File: src/rtl/rowprog_pkg.sv
package rowprog_pkg;

    localparam int WORD_W      = 14;
    localparam int CMD_W       = 6;
    localparam int GROUP_WORDS = 4;

    localparam logic [CMD_W-1:0] OP_LOAD  = 6'b000010;
    localparam logic [CMD_W-1:0] OP_READ  = 6'b000100;
    localparam logic [CMD_W-1:0] OP_INCR  = 6'b000110;
    localparam logic [CMD_W-1:0] OP_ERASE = 6'b001000;
    localparam logic [CMD_W-1:0] OP_PROG  = 6'b011000;
    localparam logic [CMD_W-1:0] OP_STOP  = 6'b010111;

    typedef struct packed {
        logic [CMD_W-1:0]  op;
        logic [WORD_W-1:0] arg;
    } xfer_t;

    typedef enum logic [4:0] {
        ST_IDLE, ST_ENTER, ST_PRIME, ST_SEEK,
        ST_ERASE, ST_EWAIT, ST_ECLOSE,
        ST_LOAD, ST_LSTEP, ST_PROG, ST_PWAIT, ST_PCLOSE, ST_PSTEP,
        ST_VENTER, ST_VSEEK, ST_READ, ST_RSTEP, ST_FINISH
    } phase_e;

    function automatic logic closes_group(input int unsigned idx);
        return (idx % GROUP_WORDS) == GROUP_WORDS - 1;
    endfunction

endpackage

File: src/rtl/rp_issuer.sv
module rp_issuer
    import rowprog_pkg::*;
#(
    parameter int GAP_HI = 20,
    parameter int GAP_LO = 200
) (
    input  logic  clk,
    input  logic  rst,
    input  logic  sup_lo,
    input  logic  go,
    input  xfer_t want,
    input  logic  ack,
    output logic  rdy,
    output logic  req,
    output xfer_t cur
);
    localparam int GMAX = (GAP_HI > GAP_LO) ? GAP_HI : GAP_LO;
    localparam int GW   = $clog2(GMAX + 1);

    logic [GW-1:0] gap;

    assign rdy = !req && (gap == '0);

    always_ff @(posedge clk) begin
        if (rst) begin
            req <= 1'b0;
            cur <= '0;
            gap <= '0;
        end else if (req && ack) begin
            req <= 1'b0;
            gap <= sup_lo ? GW'(GAP_LO) : GW'(GAP_HI);
        end else if (go && rdy) begin
            req <= 1'b1;
            cur <= want;
        end else if (gap != '0) begin
            gap <= gap - 1'b1;
        end
    end
endmodule

File: src/rtl/rp_timer.sv
module rp_timer #(
    parameter int TICK_DIV = 200,
    parameter int TICKS_HI = 1000,
    parameter int TICKS_LO = 2000
) (
    input  logic clk,
    input  logic rst,
    input  logic fire,
    input  logic sup_lo,
    output logic running
);
    localparam int PW   = $clog2(TICK_DIV + 1);
    localparam int TMAX = (TICKS_HI > TICKS_LO) ? TICKS_HI : TICKS_LO;
    localparam int TW   = $clog2(TMAX + 1);

    logic [PW-1:0] pre;
    logic [TW-1:0] left;

    always_ff @(posedge clk) begin
        if (rst) begin
            running <= 1'b0;
            pre     <= '0;
            left    <= '0;
        end else if (fire) begin
            running <= 1'b1;
            pre     <= PW'(TICK_DIV - 1);
            left    <= sup_lo ? TW'(TICKS_LO) : TW'(TICKS_HI);
        end else if (running) begin
            if (pre == '0) begin
                pre  <= PW'(TICK_DIV - 1);
                left <= left - 1'b1;
                if (left == TW'(1)) running <= 1'b0;
            end else begin
                pre <= pre - 1'b1;
            end
        end
    end
endmodule

File: src/rtl/rp_cursor.sv
module rp_cursor #(
    parameter  int ADDR_W    = 13,
    parameter  int ROW_WORDS = 32,
    localparam int IDX_W     = $clog2(ROW_WORDS)
) (
    input  logic              clk,
    input  logic              rst,
    input  logic              seek_load,
    input  logic [ADDR_W-1:0] seek_from,
    input  logic              seek_dec,
    output logic              seek_zero,
    input  logic              idx_clr,
    input  logic              idx_inc,
    output logic [IDX_W-1:0]  idx,
    output logic              idx_last
);
    logic [ADDR_W-1:0] seek;

    assign seek_zero = (seek == '0);
    assign idx_last  = (idx == IDX_W'(ROW_WORDS - 1));

    always_ff @(posedge clk) begin
        if (rst) begin
            seek <= '0;
            idx  <= '0;
        end else begin
            if (seek_load)                  seek <= seek_from;
            else if (seek_dec && !seek_zero) seek <= seek - 1'b1;
            if (idx_clr)      idx <= '0;
            else if (idx_inc) idx <= idx + 1'b1;
        end
    end
endmodule

File: src/rtl/rowprog_seq.sv
module rowprog_seq
    import rowprog_pkg::*;
#(
    parameter  int ADDR_W    = 13,
    parameter  int ROW_WORDS = 32,
    parameter  int TICK_DIV  = 200,
    parameter  int TICKS_HI  = 1000,
    parameter  int TICKS_LO  = 2000,
    parameter  int GAP_HI    = 20,
    parameter  int GAP_LO    = 200,
    localparam int IDX_W     = $clog2(ROW_WORDS)
) (
    input  logic              clk,
    input  logic              rst,
    input  logic              start,
    input  logic [ADDR_W-1:0] row_addr,
    input  logic              low_vdd,
    output logic [IDX_W-1:0]  buf_idx,
    input  logic [13:0]       buf_word,
    output logic              reenter_req,
    input  logic              reenter_ack,
    output logic              drv_req,
    output logic [5:0]        drv_op,
    output logic [13:0]       drv_arg,
    input  logic              drv_ack,
    input  logic [13:0]       drv_rdata,
    output logic              busy,
    output logic              done,
    output logic              verify_err,
    output logic [ADDR_W-1:0] fail_addr
);
    phase_e            st, st_n;
    logic              sup_lo;
    logic [ADDR_W-1:0] base_q;

    logic  go, rdy, got, tmr_fire, tmr_run;
    logic  seek_load, seek_dec, seek_zero;
    logic  idx_clr, idx_inc, idx_last, set_fail;
    logic [IDX_W-1:0] idx;
    xfer_t want, cur;

    rp_issuer #(.GAP_HI(GAP_HI), .GAP_LO(GAP_LO)) u_issue (
        .clk(clk), .rst(rst), .sup_lo(sup_lo), .go(go), .want(want),
        .ack(drv_ack), .rdy(rdy), .req(drv_req), .cur(cur)
    );

    rp_timer #(.TICK_DIV(TICK_DIV), .TICKS_HI(TICKS_HI), .TICKS_LO(TICKS_LO)) u_wait (
        .clk(clk), .rst(rst), .fire(tmr_fire), .sup_lo(sup_lo), .running(tmr_run)
    );

    rp_cursor #(.ADDR_W(ADDR_W), .ROW_WORDS(ROW_WORDS)) u_cur (
        .clk(clk), .rst(rst), .seek_load(seek_load), .seek_from(base_q),
        .seek_dec(seek_dec), .seek_zero(seek_zero), .idx_clr(idx_clr),
        .idx_inc(idx_inc), .idx(idx), .idx_last(idx_last)
    );

    assign got         = drv_req && drv_ack;
    assign drv_op      = cur.op;
    assign drv_arg     = cur.arg;
    assign buf_idx     = idx;
    assign busy        = (st != ST_IDLE);
    assign done        = (st == ST_FINISH);
    assign reenter_req = (st == ST_ENTER) || (st == ST_VENTER);

    always_comb begin
        st_n      = st;
        go        = 1'b0;
        want.op   = OP_INCR;
        want.arg  = '0;
        tmr_fire  = 1'b0;
        seek_load = 1'b0;
        seek_dec  = 1'b0;
        idx_clr   = 1'b0;
        idx_inc   = 1'b0;
        set_fail  = 1'b0;
        unique case (st)
            ST_IDLE:   if (start) st_n = ST_ENTER;
            ST_ENTER:  if (reenter_ack) st_n = ST_PRIME;
            ST_PRIME: begin
                want.op  = OP_LOAD;
                want.arg = '1;
                go       = 1'b1;
                if (got) begin
                    seek_load = 1'b1;
                    st_n      = ST_SEEK;
                end
            end
            ST_SEEK, ST_VSEEK: begin
                if (seek_zero) begin
                    st_n = (st == ST_SEEK) ? ST_ERASE : ST_READ;
                end else begin
                    go       = 1'b1;
                    seek_dec = got;
                end
            end
            ST_ERASE: begin
                want.op = OP_ERASE;
                go      = 1'b1;
                if (got) begin
                    tmr_fire = 1'b1;
                    st_n     = ST_EWAIT;
                end
            end
            ST_EWAIT:  if (!tmr_run) st_n = ST_ECLOSE;
            ST_ECLOSE: begin
                want.op = OP_STOP;
                go      = 1'b1;
                if (got) begin
                    idx_clr = 1'b1;
                    st_n    = ST_LOAD;
                end
            end
            ST_LOAD: begin
                want.op  = OP_LOAD;
                want.arg = buf_word;
                go       = 1'b1;
                if (got) st_n = closes_group(32'(idx)) ? ST_PROG : ST_LSTEP;
            end
            ST_LSTEP: begin
                go = 1'b1;
                if (got) begin
                    idx_inc = 1'b1;
                    st_n    = ST_LOAD;
                end
            end
            ST_PROG: begin
                want.op = OP_PROG;
                go      = 1'b1;
                if (got) begin
                    tmr_fire = 1'b1;
                    st_n     = ST_PWAIT;
                end
            end
            ST_PWAIT:  if (!tmr_run) st_n = ST_PCLOSE;
            ST_PCLOSE: begin
                want.op = OP_STOP;
                go      = 1'b1;
                if (got) st_n = ST_PSTEP;
            end
            ST_PSTEP: begin
                go = 1'b1;
                if (got) begin
                    if (idx_last) begin
                        st_n = ST_VENTER;
                    end else begin
                        idx_inc = 1'b1;
                        st_n    = ST_LOAD;
                    end
                end
            end
            ST_VENTER: begin
                if (reenter_ack) begin
                    seek_load = 1'b1;
                    idx_clr   = 1'b1;
                    st_n      = ST_VSEEK;
                end
            end
            ST_READ: begin
                want.op = OP_READ;
                go      = 1'b1;
                if (got) begin
                    if (drv_rdata != buf_word) begin
                        set_fail = 1'b1;
                        st_n     = ST_FINISH;
                    end else begin
                        st_n = idx_last ? ST_FINISH : ST_RSTEP;
                    end
                end
            end
            ST_RSTEP: begin
                go = 1'b1;
                if (got) begin
                    idx_inc = 1'b1;
                    st_n    = ST_READ;
                end
            end
            ST_FINISH: st_n = ST_IDLE;
            default:   st_n = ST_IDLE;
        endcase
    end

    always_ff @(posedge clk) begin
        if (rst) begin
            st         <= ST_IDLE;
            sup_lo     <= 1'b0;
            base_q     <= '0;
            verify_err <= 1'b0;
            fail_addr  <= '0;
        end else begin
            st <= st_n;
            if (st == ST_IDLE && start) begin
                sup_lo     <= low_vdd;
                base_q     <= {row_addr[ADDR_W-1:IDX_W], {IDX_W{1'b0}}};
                verify_err <= 1'b0;
                fail_addr  <= '0;
            end
            if (set_fail) begin
                verify_err <= 1'b1;
                fail_addr  <= base_q + ADDR_W'(idx);
            end
        end
    end
endmodule

File: config.mk
export PLATFORM = sky130hd
export DESIGN_NAME = rowprog_seq
export DESIGN_NICKNAME = d
export VERILOG_FILES = /design/src/rtl/rowprog_pkg.sv /design/src/rtl/rp_issuer.sv /design/src/rtl/rp_timer.sv /design/src/rtl/rp_cursor.sv /design/src/rtl/rowprog_seq.sv
export SDC_FILE = /design/constraint.sdc
export NUM_CORES = 1
export LEC_CHECK = 0
export CORE_UTILIZATION = 60
export CTS_CLUSTER_SIZE = 12
export DETAILED_ROUTE_END_ITERATION = 16
export DONT_BUFFER_PORTS = 1
export GPL_TIMING_DRIVEN = 1
export MAX_ROUTING_LAYER = met4
export PLACE_DENSITY_LB_ADDON = 0.12
export SETUP_SLACK_MARGIN = 0.5
export SYNTH_ARGS = -nofsm -noshare
export SYNTH_HDL_FRONTEND = slang
export SYNTH_SLANG_ARGS = --single-unit
File: constraint.sdc
create_clock -name clk -period 3.52 [get_ports clk]
set_input_delay 0 -clock clk [delete_from_list [all_inputs] [get_ports clk]]
set_output_delay 0 -clock clk [all_outputs]
set_load 0.02 [all_outputs]
==> results of run 1 <==
==> per-stage QoR <==
stage	utilization, %	setup WS (ps)	cell area (um2)
global route	67.2	720	5170
CTS	67.2	1010	5170
global placement	61.3	1070	4710
floorplan	-	1410	4740
detailed placement	61.3	1030	4710
finish	67.2	954	5170
==> cells in the final DEF (no fill, tap or decap), drive strengths merged, types with 5 or more instances in the layout <==
cell,Yosys,layout
nand4,17,17
nor2,70,70
a31oi,5,5
nor4,11,11
dfxtp,94,94
clkbuf,28,9
nor3,23,23
xor2,25,25
mux2i,9,9
or3,6,6
inv,13,16
a211oi,17,17
nand2,47,47
ha,8,8
nand3,23,23
buf,13,7
o21ai,20,20
xnor2,16,16
a21oi,76,76
dlygate4sd3,0,25
==> Yosys cell counts, types with 3 or more instances <==
library cell,count,share of area [%]
nand3_1,22,2.3
mux2i_1,9,1.9
clkbuf_1,28,2.2
nor2b_1,4,0.53
xor2_1,25,4.6
nand4_1,15,2.0
ha_1,8,2.1
xnor2_1,16,3.0
a21oi_1,76,8.0
nor3b_1,4,0.63
or4_1,3,0.48
or2_2,3,0.40
or3_1,5,0.66
nor3_1,22,2.3
a211oi_1,16,2.5
dfxtp_1,94,40
buf_6,4,0.95
inv_1,13,1.0
nand2b_1,4,0.53
a22oi_1,3,0.48
nand2_1,47,3.7
nand3b_1,4,0.63
nor2_1,70,5.5
o21ai_0,17,1.8
nor4_1,10,1.3
a31oi_1,5,0.66
buf_2,6,0.63
==> state kept, by name, summed over array words and instances, names as in the netlist <==
| register | cells |
|---|---|
| u_wait.left | 11 |
| sup_lo | 1 |
| base_q | 8 |
| verify_err | 1 |
| u_cur.seek | 13 |
| st | 5 |
| fail_addr | 13 |
| u_cur.idx | 5 |
| u_issue.cur | 19 |
| u_issue.req | 1 |
| u_wait.pre | 8 |
| u_issue.gap | 8 |
| u_wait.running | 1 |
==> worst max-delay path by stage <==
stage	cells past startpoint	endpoint	slack, ps
CTS	6	u_cur.seek[12]$_SDFFE_PP0P_	1010
global route	6	u_cur.seek[8]$_SDFFE_PP0P_	720
floorplan	9	u_issue.gap[5]$_SDFFE_PP0P_	1410
finish	6	u_cur.seek[12]$_SDFFE_PP0P_	950
detailed placement	6	u_cur.seek[8]$_SDFFE_PP0P_	1030
global placement	6	u_cur.seek[9]$_SDFFE_PP0P_	1070
==> report_power, final <==
group          total [uW]  switching [uW]  internal (uW)
sequential           1340             170           1170
clock                 674             409            265
combinational         830             495            335
==> logic make-up after synthesis <==
kind of cell	share of synthesized area, %
AOI/OAI and AO/OA	17.6
xor gates and xnor gates	7.58
adders and majority gates	2.11
buffers and inverters	5.23
DFF	39.7
muxes	1.90
other	0.0792
and+or+nand+nor	25.7
==> area by class of cell <==
cell class                      count  area share [%]
Tap cell                          102            2.47
Clock buffer                        9            2.40
Inverter                           13           0.944
Multi-Input combinational cell    432            50.4
Timing Repair Buffer               32            6.25
Sequential cell                    94            36.4
Clock inverter                      7            1.09
==> per-layer routing <==
layer  global-route usage, %  vias to the layer above
li1                        -                     2064
met1                    33.4                     1986
met2                    49.4                      108
met3                    5.64                       18
met4                    8.99                        0
met5                       -                        -
==> tightest hold or removal path: stages <==
cell     delay, ps
inv_1           40
nor2_1         150
nand2_1        110
a21oi_1         50
==> timing repair <==
item	4_1_cts	5_1_grt
resized for setup	0	0
hold buffers	26	0
hold endpoints to repair	94	0
==> impl_metrics.csv, run 1 <==
group,metric,value,unit
sta,period_needed,2570,ps
placement,dp_hpwl,7320,um
worst_setup_path,crit_top_cell,"nor2_1",
worst_setup_path,worstSetupEndpointType,"register",
detailed_routing,wl,11100,um
synth,ys_types,63,
cts,htree_levels,3,
synth,synth_edf_count,0,
power_and_ir_drop,finalPower,2840,uW
global_routing,gr-total-overflow,0,
sta,tns,0,ps
cts,cts_buffers,9,
detailed_routing,highest_layer,"met4",
detailed_routing,drt-met1-wl,4740,um
floorplan,row_count,32,
cts,clkSinkCount,94,
synth,synth_cells,580,
worst_setup_path,startpoint,"st[3]$_SDFFE_PP0P_",
sta,clock_skew,12.4,ps
synth,syn_nets,635,
worst_setup_path,crit_chain,"nor2_1 -> and3_1 -> a21o_1 -> nor2_1 -> o21ai_0 -> a21oi_1",
sta,worst_slew_pin_slew,742,ps
worst_setup_path,ff2ff_path_depth,6,
global_routing,grt_pass1_vias,3953,
detailed_routing,post-route-drc-count,0,
synth,async_reset_ff_share,0,%
worst_setup_path,start_kind,"register",
worst_setup_path,critPathTopFamily,"simple AND/OR/NAND/NOR gates",
worst_setup_path,worst_ep_required_time,3770,ps
cts,clk_path_buf_depth,2,
finish,multi_input_area,2610,um2
placement,routabilityCongestion,0.962,
worst_setup_path,critical_path_arrival,2810,ps
run,max-cap-violations,0,
worst_setup_path,r2r_start,"st[3]$_SDFFE_PP0P_",
hold_path,min-delay-start,"start",
detailed_routing,firstDrtPassIters,5,
floorplan,die_h,90.8,um
synth,syn_avg_cell_area,8.17,um2
finish,regArea,1880,um2
worst_setup_path,critPathBufInv,0,
placement,io_buffers,0,
sta,finalCritPeriodShare,72.9,%
placement,placed_cells,647,
global_routing,track_usage,28.6,%
global_routing,antenna_found_initial,0,
finish,fin_cells,689,
synth,syn_area,4740,um2
power_and_ir_drop,leakagePower,0.00180,uW
cts,worstSkewPairLatency,370,ps
global_routing,grt_max_degree,83,
worst_setup_path,slowest_stage,"and3_1",
sta,max_slew_margin,50.4,%
worst_setup_path,crit_fanout,18,
hold_path,hold_depth,4,
global_routing,grt_pass1_wl,18700,um
synth,ys_ff_latch,94,
power_and_ir_drop,p_per_area,550,nW/um2
worst_setup_path,criticalPathCategory,"reg -> reg",
status,status,"completed",
cts,tritoncts,"done",
finish,num-fill-cells,673,
sta,finalSetupViolCount,0,
hold_path,min_path_type,"in -> reg",
detailed_routing,wl_met2,5640,um
power_and_ir_drop,peakVddDrop,0.259,mV
synth,ys_seq_area_share,39.7,%
floorplan,core_region_area,7690,um2
floorplan,ios,90,
floorplan,initial_core_util,61.6,%
sta,maxSlewViolCount,0,
detailed_routing,drtIter0Drc,195,
sta,hold-worst-slack,24.8,ps
worst_setup_path,r2r_end,"u_cur.seek[12]$_SDFFE_PP0P_",
hold_path,min_to,"base_q[9]$_SDFFE_PP0P_",
finish,drive_above_1_share,6.98,%
finish,area_growth,9.12,%
sta,rsz0062_at_grt,"no",
finish,num_antenna_cells,0,
sta,hold_viol_final,0,
detailed_routing,drtAntennaViolNets,0,
cts,clk_pin_slew_worst_paths,100,ps
synth,synthFlopType,"dfxtp_1",
cts,cts-root-buf,"clkbuf_8",
worst_setup_path,cpPeakStageDelay,650,ps
detailed_routing,vias,4176,
detailed_routing,vias_per_cell,6.06,
finish,nNetsFinal,637,
worst_setup_path,r2r_slack,950,ps
detailed_routing,wl_met3,534,um
detailed_routing,wl_per_cell,16.1,um
floorplan,die-area,8250,um2
synth,yosysWarningCount,0,
floorplan,chipWidth,90.8,um
cts,cts_setup_buffers,0,
sta,fmax,390,MHz
(Power assumes the default switching activity.)
==> run 2: changes to the inputs <==
--- a/config.mk
+++ b/config.mk
@@ -5,7 +5,8 @@
 export SDC_FILE = /design/constraint.sdc
 export NUM_CORES = 1
 export LEC_CHECK = 0
-export CORE_UTILIZATION = 60
+export ABC_AREA = 1
+export CORE_UTILIZATION = 58
 export CTS_CLUSTER_SIZE = 12
 export DETAILED_ROUTE_END_ITERATION = 16
 export DONT_BUFFER_PORTS = 1
==> constraint.sdc (replaced) <==
create_clock -name clk -period 2.3 [get_ports clk]
set_input_delay 0 -clock clk [delete_from_list [all_inputs] [get_ports clk]]
set_output_delay 0 -clock clk [all_outputs]
set_load 0.02 [all_outputs]
==> run 2 against run 1 <==
  * Worst setup slack worse by 410 ps
  * Combinational power up 100%
  * Sequential power grew 55%
  * Largest power group unchanged
==> impl_metrics.csv, run 2 <==
group,metric,value,unit
sta,maxSlewViolCount,0,
hold_path,min_path_type,"in -> reg",
cts,cts-root-buf,"clkbuf_8",
worst_setup_path,crit_chain,"inv_2 -> nor2_4 -> nand3_4 -> nand2_4 -> nand2_4 -> nand4_4 -> nand2_4 -> buf_12 -> o21ai_0 -> nor2_1",
synth,syn_nets,872,
status,status,"completed",
floorplan,die_h,96.9,um
sta,worst_slack,546,ps
finish,num_antenna_cells,0,
global_routing,antenna_found_initial,0,
sta,worst_slew_pin_slew,565,ps
global_routing,grt_pass1_wl,22100,um
synth,yosysWarningCount,0,
cts,clkSinkCount,94,
detailed_routing,firstDrtPassIters,7,
detailed_routing,vias_per_cell,5.48,
finish,layout_commonest_cell,"nand2_1",
run,max-cap-violations,0,
worst_setup_path,cpPeakStageDelay,390,ps
synth,synth_commonest_cells,"198 x nand2_1, 127 x nor2_1, 100 x inv_1",
synth,synth_most_common_cell,"nand2_1",
floorplan,ios,90,
finish,drive_above_1_share,12.7,%
worst_setup_path,crit_top_cell,"nand2_4",
synth,ys_types,40,
synth,synth_top_area_cell,"dfxtp_1",
placement,place_ws,299,ps
cts,cts_buffers,9,
synth,synth_edf_count,0,
worst_setup_path,worstSetupEndpointType,"register",
finish,num-fill-cells,746,
worst_setup_path,worst_ep_required_time,2550,ps
synth,synth_cells,817,
detailed_routing,drtAntennaViolNets,0,
synth,synthTopCellsByArea,"dfxtp_1 36%, nand2_1 14%, nor2_1 9.1%",
finish,final_cell_mix,"185 x nand2_1, 121 x nor2_1, 94 x inv_1",
worst_setup_path,critical_path_arrival,2010,ps
cts,worstSkewPairLatency,370,ps
detailed_routing,vias,5391,
sta,period_needed,1750,ps
finish,multi_input_area,2980,um2
synth,syn_avg_cell_area,6.39,um2
detailed_routing,wl_per_cell,14.0,um
floorplan,row_count,34,
global_routing,gr-total-overflow,0,
worst_setup_path,criticalPathCategory,"reg -> reg",
placement,place_area,5390,um2
finish,area_growth,20.3,%
floorplan,initial_core_util,59.9,%
floorplan,die-area,9380,um2
synth,synth_top_area_share,36.0,%
synth,async_reset_ff_share,0,%
detailed_routing,drtIter0Drc,334,
cts,htree_levels,3,
cts,clk_pin_slew_worst_paths,100,ps
placement,dp_hpwl,9490,um
floorplan,chipWidth,96.9,um
sta,tns,0,ps
synth,ys_seq_area_share,36.0,%
sta,finalSetupViolCount,0,
power_and_ir_drop,p_per_area,811,nW/um2
power_and_ir_drop,leakagePower,0.00304,uW
synth,synthFlopType,"dfxtp_1",
power_and_ir_drop,peakVddDrop,0.393,mV
sta,max_slew_margin,62.2,%
synth,syn_area,5220,um2
finish,largest_reg_flops,19,
synth,ys_ff_latch,94,
cts,clk_path_buf_depth,2,
finish,nNetsFinal,926,
power_and_ir_drop,finalPower,5090,uW
worst_setup_path,crit_fanout,16,
cts,tritoncts,"done",
sta,fmax,570,MHz
detailed_routing,wl,13800,um
finish,design_area,6280,um2
sta,hold_viol_final,0,
placement,io_buffers,0,
sta,finalCritPeriodShare,76.3,%
placement,routabilityCongestion,1.01,
finish,top_regs,"u_issue.cur (19), fail_addr (13), u_cur.seek (13)",
floorplan,core_region_area,8720,um2
sta,clock_skew,16.3,ps
global_routing,track_usage,29.5,%
worst_setup_path,start_kind,"register",
global_routing,grt_pass1_vias,4951,
finish,regMostFlops,"u_issue.cur",
global_routing,grt_max_degree,36,
finish,regArea,1900,um2
sta,rsz0062_at_grt,"yes",
detailed_routing,post-route-drc-count,0,
worst_setup_path,slowest_stage,"dfxtp_4",
==> run 2: kinds of logic after synthesis <==
logic type	count (synthesis)	synth area share [%]
AOI/OAI and AO/OA	124	12.8
xor gates and xnor gates	21	3.52
adders and majority gates	8	1.92
buffers and inverters	132	10.2
DFF	94	36.0
other	1	0.0718
and+or+nand+nor	437	35.5
==> run 2: per-layer routing <==
metal,vias up,share of wire (%),track usage (%)
met4,0,2.3,12.3
met5,-,0,-
li1,2722,-,-
met3,29,6.0,5.06
met2,208,47,49.0
met1,2432,44,35.2
==> run 2: area by class of cell <==
class,instances,area share [%]
multi-input combinational,591,47.4
tap,108,2.15
sequential,94,30.2
clock inverter,5,1.69
inverter,107,6.60
clock buffer,10,2.19
timing repair buffer,67,9.65
timing repair inverter,1,0.0797
==> run 2: what timing repair did <==
item,CTS,global route
hold buffers,25,1
hold endpoints to repair,66,2
setup endpoints to repair,56,74
cloned,0,2
pin swaps,3,9
buffers inserted,6,14
resized for setup,22,38
==> run 2: stage by stage <==
stage | util, % | cells | hold slack (ps)
2_1_floorplan | - | 817 | 135
3_3_place_gp | 61.8 | 920 | 75.8
3_5_place_dp | 61.8 | 920 | 75.1
4_1_cts | 68.9 | 966 | 3.72
5_1_grt | 72.0 | 983 | 51.7
6_report | 72.0 | 983 | 25.8
==> run 2: worst max-delay path: cells and delay by family (launching register included) <==
family / cells / cell delay, ps
and+or+nand+nor: 7 / 830
DFF: 1 / 390
buffers and inverters: 2 / 240
AOI/OAI and AO/OA: 1 / 170
==> run 2: path summary, 6_finish.rpt <==
kind	from	endpoint	slack, ps	cells past startpoint
worst max-delay path	st[1]$_SDFFE_PP0P_	u_issue.cur[17]$_SDFFE_PP0P_	550	10
worst min-delay path	reenter_ack	st[1]$_SDFFE_PP0P_	30	6
worst max register to register	st[1]$_SDFFE_PP0P_	u_issue.cur[17]$_SDFFE_PP0P_	550	10
worst min register to register	u_cur.seek[0]$_SDFFE_PP0P_	u_cur.seek[0]$_SDFFE_PP0P_	490	2
==> run 2: report_power, final <==
| part | switching [uW] | internal, uW |
|---|---|---|
| combinational | 1020 | 655 |
| sequential | 260 | 1820 |
| clock | 581 | 750 |
| total | 1860 | 3230 |
